`src/rtl/xlat_pkg.sv`:
```
package xlat_pkg;
  typedef struct packed {
    logic rd;
    logic wr;
    logic ex;
    logic dirty;
    logic accessed;
  } xlat_attr_t;

  localparam int ATTR_W = $bits(xlat_attr_t);
endpackage

```
`src/rtl/xlat_first.sv`:
```
// Lowest-index selector over a request vector, with a more-than-one flag.
module xlat_first #(
  parameter int N  = 8,
  localparam int IW = (N > 1) ? $clog2(N) : 1
) (
  input  logic [N-1:0]  req,
  output logic          found,
  output logic [IW-1:0] idx,
  output logic          multi
);
  always_comb begin
    idx = '0;
    for (int i = N - 1; i >= 0; i--) begin
      if (req[i]) idx = IW'(i);
    end
  end

  assign found = |req;
  assign multi = $countones(req) > 1;
endmodule

```
`src/rtl/xlat_match.sv`:
```
// Parallel tag compare of a key against every entry.
module xlat_match #(
  parameter int N      = 8,
  parameter int VPN_W  = 20,
  parameter int ASID_W = 8
) (
  input  logic [N-1:0]             valid,
  input  logic [N-1:0]             glob,
  input  logic [N-1:0][VPN_W-1:0]  vpn_tab,
  input  logic [N-1:0][ASID_W-1:0] asid_tab,
  input  logic [VPN_W-1:0]         key_vpn,
  input  logic [ASID_W-1:0]        key_asid,
  output logic [N-1:0]             hit_vec
);
  for (genvar i = 0; i < N; i++) begin : g_cmp
    assign hit_vec[i] = valid[i] && (vpn_tab[i] == key_vpn) &&
                        (glob[i] || (asid_tab[i] == key_asid));
  end
endmodule

```
`src/rtl/xlat_victim.sv`:
```
// Chooses the fill slot: lowest free entry, else a round-robin pointer.
module xlat_victim #(
  parameter int N  = 8,
  localparam int IW = (N > 1) ? $clog2(N) : 1
) (
  input  logic          clk,
  input  logic          rst_n,
  input  logic [N-1:0]  valid,
  input  logic          advance,
  output logic [IW-1:0] slot
);
  logic          free_found;
  logic [IW-1:0] free_idx;
  logic          free_multi;
  logic [IW-1:0] rr_ptr;

  xlat_first #(.N(N)) u_free (
    .req   (~valid),
    .found (free_found),
    .idx   (free_idx),
    .multi (free_multi)
  );

  assign slot = free_found ? free_idx : rr_ptr;

  always_ff @(posedge clk or negedge rst_n) begin
    if (!rst_n) begin
      rr_ptr <= '0;
    end else if (advance && !free_found) begin
      rr_ptr <= (rr_ptr == IW'(N - 1)) ? '0 : rr_ptr + 1'b1;
    end
  end
endmodule

```
`src/rtl/xlat_cache.sv`:
```
module xlat_cache #(
  parameter int N      = 8,
  parameter int VPN_W  = 20,
  parameter int PFN_W  = 20,
  parameter int ASID_W = 8,
  localparam int IW = (N > 1) ? $clog2(N) : 1,
  localparam int AW = xlat_pkg::ATTR_W
) (
  input  logic              clk,
  input  logic              rst_n,
  input  logic              lk_valid,
  output logic              lk_ready,
  input  logic [VPN_W-1:0]  lk_vpn,
  input  logic [ASID_W-1:0] lk_asid,
  output logic              rsp_valid,
  input  logic              rsp_ready,
  output logic              rsp_hit,
  output logic              rsp_multi,
  output logic [PFN_W-1:0]  rsp_pfn,
  output logic [AW-1:0]     rsp_attr,
  input  logic              fill_valid,
  output logic              fill_ready,
  input  logic [VPN_W-1:0]  fill_vpn,
  input  logic [ASID_W-1:0] fill_asid,
  input  logic              fill_glob,
  input  logic [PFN_W-1:0]  fill_pfn,
  input  logic [AW-1:0]     fill_attr,
  input  logic              flush_all,
  input  logic              flush_asid_en,
  input  logic [ASID_W-1:0] flush_asid
);
  import xlat_pkg::*;

  logic [N-1:0]             e_valid;
  logic [N-1:0]             e_glob;
  logic [N-1:0][VPN_W-1:0]  e_vpn;
  logic [N-1:0][ASID_W-1:0] e_asid;
  logic [N-1:0][PFN_W-1:0]  e_pfn;
  xlat_attr_t [N-1:0]       e_attr;

  logic          lk_fire, fill_fire, flushing;
  logic [N-1:0]  hit_vec;
  logic          sel_found, sel_multi;
  logic [IW-1:0] sel_idx, fill_slot;

  assign flushing   = flush_all || flush_asid_en;
  assign fill_ready = !flushing;
  assign fill_fire  = fill_valid && fill_ready;
  assign lk_ready   = !rsp_valid || rsp_ready;
  assign lk_fire    = lk_valid && lk_ready;

  xlat_match #(.N(N), .VPN_W(VPN_W), .ASID_W(ASID_W)) u_match (
    .valid    (e_valid),
    .glob     (e_glob),
    .vpn_tab  (e_vpn),
    .asid_tab (e_asid),
    .key_vpn  (lk_vpn),
    .key_asid (lk_asid),
    .hit_vec  (hit_vec)
  );

  xlat_first #(.N(N)) u_sel (
    .req   (hit_vec),
    .found (sel_found),
    .idx   (sel_idx),
    .multi (sel_multi)
  );

  xlat_victim #(.N(N)) u_victim (
    .clk     (clk),
    .rst_n   (rst_n),
    .valid   (e_valid),
    .advance (fill_fire),
    .slot    (fill_slot)
  );

  for (genvar i = 0; i < N; i++) begin : g_entry
    logic flush_hit, write_me;
    assign flush_hit = flush_asid_en && !e_glob[i] && (e_asid[i] == flush_asid);
    assign write_me  = fill_fire && (fill_slot == IW'(i));

    always_ff @(posedge clk or negedge rst_n) begin
      if (!rst_n) begin
        e_valid[i] <= 1'b0;
        e_glob[i]  <= 1'b0;
        e_vpn[i]   <= '0;
        e_asid[i]  <= '0;
        e_pfn[i]   <= '0;
        e_attr[i]  <= '0;
      end else if (flush_all) begin
        e_valid[i] <= 1'b0;
      end else if (flush_hit) begin
        e_valid[i] <= 1'b0;
      end else if (write_me) begin
        e_valid[i] <= 1'b1;
        e_glob[i]  <= fill_glob;
        e_vpn[i]   <= fill_vpn;
        e_asid[i]  <= fill_asid;
        e_pfn[i]   <= fill_pfn;
        e_attr[i]  <= xlat_attr_t'(fill_attr);
      end
    end
  end

  always_ff @(posedge clk or negedge rst_n) begin
    if (!rst_n) begin
      rsp_valid <= 1'b0;
      rsp_hit   <= 1'b0;
      rsp_multi <= 1'b0;
      rsp_pfn   <= '0;
      rsp_attr  <= '0;
    end else if (lk_fire) begin
      rsp_valid <= 1'b1;
      rsp_hit   <= sel_found;
      rsp_multi <= sel_multi;
      rsp_pfn   <= sel_found ? e_pfn[sel_idx] : '0;
      rsp_attr  <= sel_found ? AW'(e_attr[sel_idx]) : '0;
    end else if (rsp_ready) begin
      rsp_valid <= 1'b0;
    end
  end
endmodule

```
`config.mk`:
```
export PLATFORM = sky130hd
export DESIGN_NAME = xlat_cache
export DESIGN_NICKNAME = d
export VERILOG_FILES = /design/src/rtl/xlat_pkg.sv /design/src/rtl/xlat_first.sv /design/src/rtl/xlat_match.sv /design/src/rtl/xlat_victim.sv /design/src/rtl/xlat_cache.sv
export SDC_FILE = /design/constraint.sdc
export NUM_CORES = 1
export LEC_CHECK = 0
export BUFFER_PORTS_ARGS = -buffer_cell sky130_fd_sc_hd__buf_2
export CAP_MARGIN = 10
export CORE_ASPECT_RATIO = 1.1
export CORE_UTILIZATION = 40
export CTS_BUF_LIST = sky130_fd_sc_hd__clkbuf_8 sky130_fd_sc_hd__clkbuf_16
export CTS_CLUSTER_SIZE = 24
export DETAILED_ROUTE_END_ITERATION = 8
export PLACE_DENSITY_LB_ADDON = 0.12
export RECOVER_POWER = 50
export SYNTH_ARGS = -nofsm -noshare
export SYNTH_HDL_FRONTEND = slang
export SYNTH_SLANG_ARGS = --single-unit
```
`constraint.sdc`:
```
create_clock -name clk -period 10.14 [get_ports clk]
set_clock_uncertainty 0.1 [all_clocks]
set_input_delay 1.014 -clock clk [delete_from_list [all_inputs] [get_ports clk]]
set_output_delay 1.014 -clock clk [all_outputs]
set_load 0.02 [all_outputs]
```
==> metrics, run 1 <==
Netlist cell types 54; number of H-tree levels 2; relative slew slack -1.82; kind of critical path input port to async pin; count of state elements after synthesis 471; Starting Density 0.407; Synth Cell Area 23000 um^2; largest delay contributor family on the critical path buffers and inverters; Worst R2R Start e_vpn[131]; IO buf count 126; Worst Setup EP e_vpn[111]; Overflow after GRT 0; placed insts 2549; YS warnings 0; CP Depth 4; die area 58400 um^2; crit share post-route 0.565; clk root buf clkbuf_16; die width 231 um; Cell Pwr Density 171 nW/um^2; CP required 10.78 ns; ANT cells 0; syn avg cell area 13.1 um^2; Yosys top cell by area dfrtp_1; area delta synth->final 12.6%; total nets after synthesis 1875; worst hold slack 0.386 ns; Synth Instances 1760; post-synthesis xor/xnor area fraction 0.110; # hold bufs at CTS 0; # rows 91; Multi-input gate area 10700 um^2; mux share of post-synthesis cell area 0.225; TritonCTS clock tree built; Fill cells 5219; number of synthesized flops with an enable pin 0; Worst Path Max Fanout 75; largest net degree at the start of global routing 182; first-pass GRT wire length 102 mm; most common cell after layout, fill and taps aside dfrtp_1; top_reg_cell synth dfrtp_1; number of stages on the worst hold path 2; Compound-Gate Fraction of Synth Area 0.0481; Adder-Cell Fraction of Synth Area 0.0111; Synth top area share 0.513; Final ANT Viol Nets 0; initial antenna violation count 1; Arrival @ worst endpoint 6.37 ns; worst path bufs/invs 4; post-cts resize count 0; drt first pass iters 4; Tmin final 5.73 ns; via count 14553; Final setup viols 0; max_cap viols 5; setup slack, reg-to-reg 5.41 ns; CP endpoint kind async pin; Finished Cell Area 25900 um^2; # clock sinks 471; clock slew seen by the registers of the worst setup and hold paths 0.06 ns; max incr delay on CP 2.91 ns; DIE HEIGHT 253 um; sequential area share after synthesis 0.513; Power, Total 0.00442 W; asr flop ratio synth 1.00; routed len/inst 25.1 um; worst path cell trace clkbuf_1, buf_4, clkbuf_1, buf_16; GR Util All Layers 0.233; number of nets in the layout 1974; DRC violations left 0; area of placed instances 24300 um^2; FF+latch area 11800 um^2; CTS buffer count 51; vias in the first global route 15592; setup TNS 0 ns; status finished, violations left; crit-path most repeated cell clkbuf_1; commonest cells after routing, fill and taps aside 471 x dfrtp_1, 440 x mux2_2, 216 x xor2_1, 94 x buf_2, 72 x xnor2_1; initial DRC count 860; Core Area 56500 um^2; Worst-Margin Slew 4.23 ns; post-route non-filler standard cell count 2640; Final Max Slew Viols 189; final hold vios 0; post-CTS setup buffers 0; Reg2Reg Capture Point rsp_pfn[19]; Top Ports 127; worst hold path class register to register; Max clock buf depth 3; vias per cell 5.51; worst vdd ir 0.119 mV; fmax 174 MHz; r2r worst-path depth 11; violated checks capacitance limit, slew limit; crit path launch rst_n; Crit-path slowest cell clkbuf_1; main combinational cell family by area after synthesis multiplexers; GP Congestion 0.899; simple-gate portion of the synthesized area 0.0669; Routed Wire Length 66.4 mm; clk_lat worst skew 0.60 ns; proportion of layout cells with a drive suffix above 1 0.358; Area contributors post-synth dfrtp_1 51%, mux2_2 22%, xor2_1 8.2%; Leakage 12.2 nW; RSZ-0062 raised after global routing false; dpl hpwl 43.4 mm; startpoint types input port
[report_power, final]
part | switching (W) | internal (W) | leakage [nW]
registers | 0.0000971 | 0.00202 | 6.34
logic | 0.000266 | 0.000206 | 5.01
clock network | 0.000780 | 0.00105 | 0.859
[cell type report]
class	instances	area share
clock inverter	31	0.00923
inverter	23	0.00333
clock buffer	59	0.0535
multi-input combinational	1162	0.412
timing repair buffer	150	0.0303
sequential	471	0.455
tap	744	0.0360
[synthesized netlist by cell type, types with 4 or more instances]
library cell	count
nand4_1	51
dfrtp_1	471
nand2_1	69
nand4b_1	9
a22o_1	26
buf_4	7
nor2_1	9
nor4_1	67
nand3_1	11
buf_1	4
xnor2_1	72
nor3b_1	5
o221ai_2	20
a21oi_1	34
o21ai_0	4
mux2_1	20
xor2_1	216
mux2_2	440
clkbuf_1	50
buf_6	7
nor3_1	12
fa_1	4
o221ai_1	5
inv_1	23
nor3_2	4
o21a_1	25
a31o_2	6
or4_1	8
buf_2	36
ha_1	14
[sequential cells by signal, indices dropped and copies added (netlist names)]
register,cells
e_vpn,160
e_asid,64
e_glob,8
rsp_multi,1
e_valid,8
e_pfn,160
rsp_attr,5
rsp_hit,1
rsp_pfn,20
e_attr,40
u_victim.rr_ptr,3
rsp_valid,1
[logic make-up after synthesis]
| kind of cell | count (synthesis) |
|---|---|
| AOI/OAI and AO/OA | 133 |
| buffers and inverters | 127 |
| xor gates and xnor gates | 288 |
| and+or+nand+nor | 263 |
| DFF | 471 |
| adders and majority gates | 18 |
| muxes | 460 |
[through the flow]
step,worst slack [ns],util
2_1_floorplan,5.36,-
3_3_place_gp,4.56,0.430
3_5_place_dp,4.44,0.430
4_1_cts,5.05,0.459
5_1_grt,3.47,0.458
6_report,4.41,0.458
[worst min path at each step]
stage | start | endpoint | slack, ns
3_3_place_gp | e_attr[8] | rsp_attr[3] | 0.37
3_5_place_dp | e_pfn[25] | rsp_pfn[5] | 0.38
4_1_cts | rst_n | e_asid[50] | 0.30
2_1_floorplan | e_pfn[17] | rsp_pfn[17] | 0.36
6_report | e_pfn[29] | rsp_pfn[9] | 0.39
5_1_grt | e_pfn[133] | e_pfn[133] | 0.41
[layer usage]
| metal | vias to the layer above | track usage | routed length, um | share of wire |
|---|---|---|---|---|
| met5 | - | 0 | 13 | 0.00020 |
| met4 | 2 | 0.0653 | 1770 | 0.027 |
| met3 | 106 | 0.0273 | 1870 | 0.028 |
| met2 | 247 | 0.396 | 32600 | 0.49 |
| met1 | 7677 | 0.314 | 30100 | 0.45 |
| li1 | 6521 | - | - | - |
[worst register-to-register path, delay by kind of cell (launching register included)]
family          cells  cell delay, ns
simple gates        7            3.12
flops               1            0.39
compound gates      1            0.35
fa+ha+maj           1            0.28
buf+inv             1            0.21
xor+xnor            1            0.15
Note: power is estimated with default switching activity, not from simulation.
==> inputs of run 2 (changes only) <==
- clock period: 10.14 -> 5.65 ns (I/O delays scaled with it)
==> metrics, run 2 (synthesis results as in run 1) <==
sequential share of power 0.464; TritonCTS clock tree built; CP required 6.00 ns; worst hold path startpoint lk_valid; crit path launch e_asid[15]; largest delay contributor family on the critical path adder cells; via count 14423; clk root buf clkbuf_16; most common cell after layout, fill and taps aside dfrtp_1; Leakage 12.3 nW; Final setup viols 0; violated checks capacitance limit, slew limit; RSZ-0062 raised after global routing false; commonest cells after routing, fill and taps aside 471 x dfrtp_1, 440 x mux2_2, 216 x xor2_1, 95 x buf_2, 72 x xnor2_1; CP endpoint kind register; worst path bufs/invs 4; dpl hpwl 42.9 mm; startpoint types register; Internal Power 0.00614 W; Final Max Slew Viols 411; clock slew seen by the registers of the worst setup and hold paths 0.06 ns; crit share post-route 0.800; worst path cell trace xor2_1, nor4_1, a21oi_1, or4_1, inv_1, ha_1, inv_1, fa_1, inv_1, fa_1, ha_1, inv_1, fa_1, and3b_1, o21ai_0; vias in the first global route 15418; routed len/inst 24.6 um; max_cap viols 3; # clock sinks 471; Starting Density 0.407; area delta synth->final 13.6%; die area 58400 um^2; kind of critical path register to register; dpl ws 0.687 ns; Regs by FF count e_pfn: 160 flops, e_vpn: 160 flops, e_asid: 64 flops; Sw Pwr 0.00205 W; Max clock buf depth 3; Clock Power Share 0.433; die width 231 um; final hold vios 0; Core Area 56500 um^2; largest net degree at the start of global routing 170; Crit-path slowest cell or4_1; clk_lat worst skew 0.59 ns; combinational power share 0.103; initial DRC count 870; crit-path most repeated cell inv_1; worst hold slack 0.0790 ns; fmax 221 MHz; GR Util All Layers 0.229; Worst Path Max Fanout 5; number of H-tree levels 2; Power, Total 0.00819 W; worst hold path class input port to register; Tmin final 4.52 ns; Overflow after GRT 0; final setup margin 1.13 ns; switching share of power 0.251; initial antenna violation count 2; Cell Pwr Density 314 nW/um^2; vias per cell 5.44; setup TNS 0 ns; CTS buffer count 52; worst vdd ir 0.215 mV; max incr delay on CP 0.58 ns; status finished, violations left; # rows 91; IO buf count 126; Worst-Margin Slew 3.28 ns; relative slew slack -1.19; DRC violations left 0; first-pass GRT wire length 99.7 mm; DIE HEIGHT 253 um; GP Congestion 0.903; Worst R2R Start e_asid[15]; Top Ports 127; proportion of layout cells with a drive suffix above 1 0.363; Final ANT Viol Nets 0; Routed Wire Length 65.3 mm; Arrival @ worst endpoint 4.87 ns; drt first pass iters 4; number of nets in the layout 1979
## run 2: worst register-to-register path, cell delays in order (launching register included)
cell and delay, ns:
dfrtp_1 0.41, xor2_1 0.15, nor4_1 0.57, a21oi_1 0.27
or4_1 0.58, inv_1 0.12, ha_1 0.14, inv_1 0.05
fa_1 0.54, inv_1 0.06, fa_1 0.54, ha_1 0.14
inv_1 0.04, fa_1 0.46, and3b_1 0.15, o21ai_0 0.07
## run 2: path summary, 6_finish.rpt
path	endpoint	slack (ns)	depth (start not counted)
max in group asynchronous	e_vpn[37]	1.45	3
setup / recovery	rsp_multi	1.13	15
hold / removal	rsp_valid	0.08	2
setup reg to reg	rsp_multi	1.13	15
hold reg to reg	rsp_hit	0.38	2
min in group asynchronous	e_asid[41]	0.42	2
## run 2: layout make-up
type / instances / area (um^2)
clock inverters: 35 / 382
repair buffers: 154 / 836
multi-input cells: 1162 / 10700
clock buffers: 60 / 1410
fillers: 5196 / 30400
inverters: 23 / 86.3
well taps: 744 / 931
flip-flops and latches: 471 / 11800
diodes: 3 / 7.51
## run 2: metrics by stage
stage	cells	area, um^2	util
final	2652	26100	0.462
after CTS	2649	26200	0.464
after global placement	2553	24400	0.432
after global routing	2650	26100	0.462
after floorplan	1760	23000	-
after detailed placement	2553	24400	0.432
## run 2: per-layer routing
metal / vias up / share of wire / wire length [um] / track usage
met5: - / 0 / 0 / 0
met2: 232 / 0.49 / 32300 / 0.392
met3: 103 / 0.034 / 2200 / 0.0323
li1: 6522 / - / - / -
met4: 0 / 0.027 / 1740 / 0.0711
met1: 7566 / 0.45 / 29100 / 0.300
## run 2: power by group through the flow
stage               clock (W)  sequential, W  combinational [W]
floorplan                   0        0.00382           0.000530
global placement            0        0.00385           0.000848
detailed placement          0        0.00386           0.000857
CTS                   0.00364        0.00380           0.000861
global route          0.00377        0.00384           0.000919
finish                0.00355        0.00380           0.000843
## run 2: timing repair
item	4_1_cts	5_1_grt
resized for setup	0	0
setup buffers	0	0
hold buffers	1	0
hold endpoints to repair	63	0
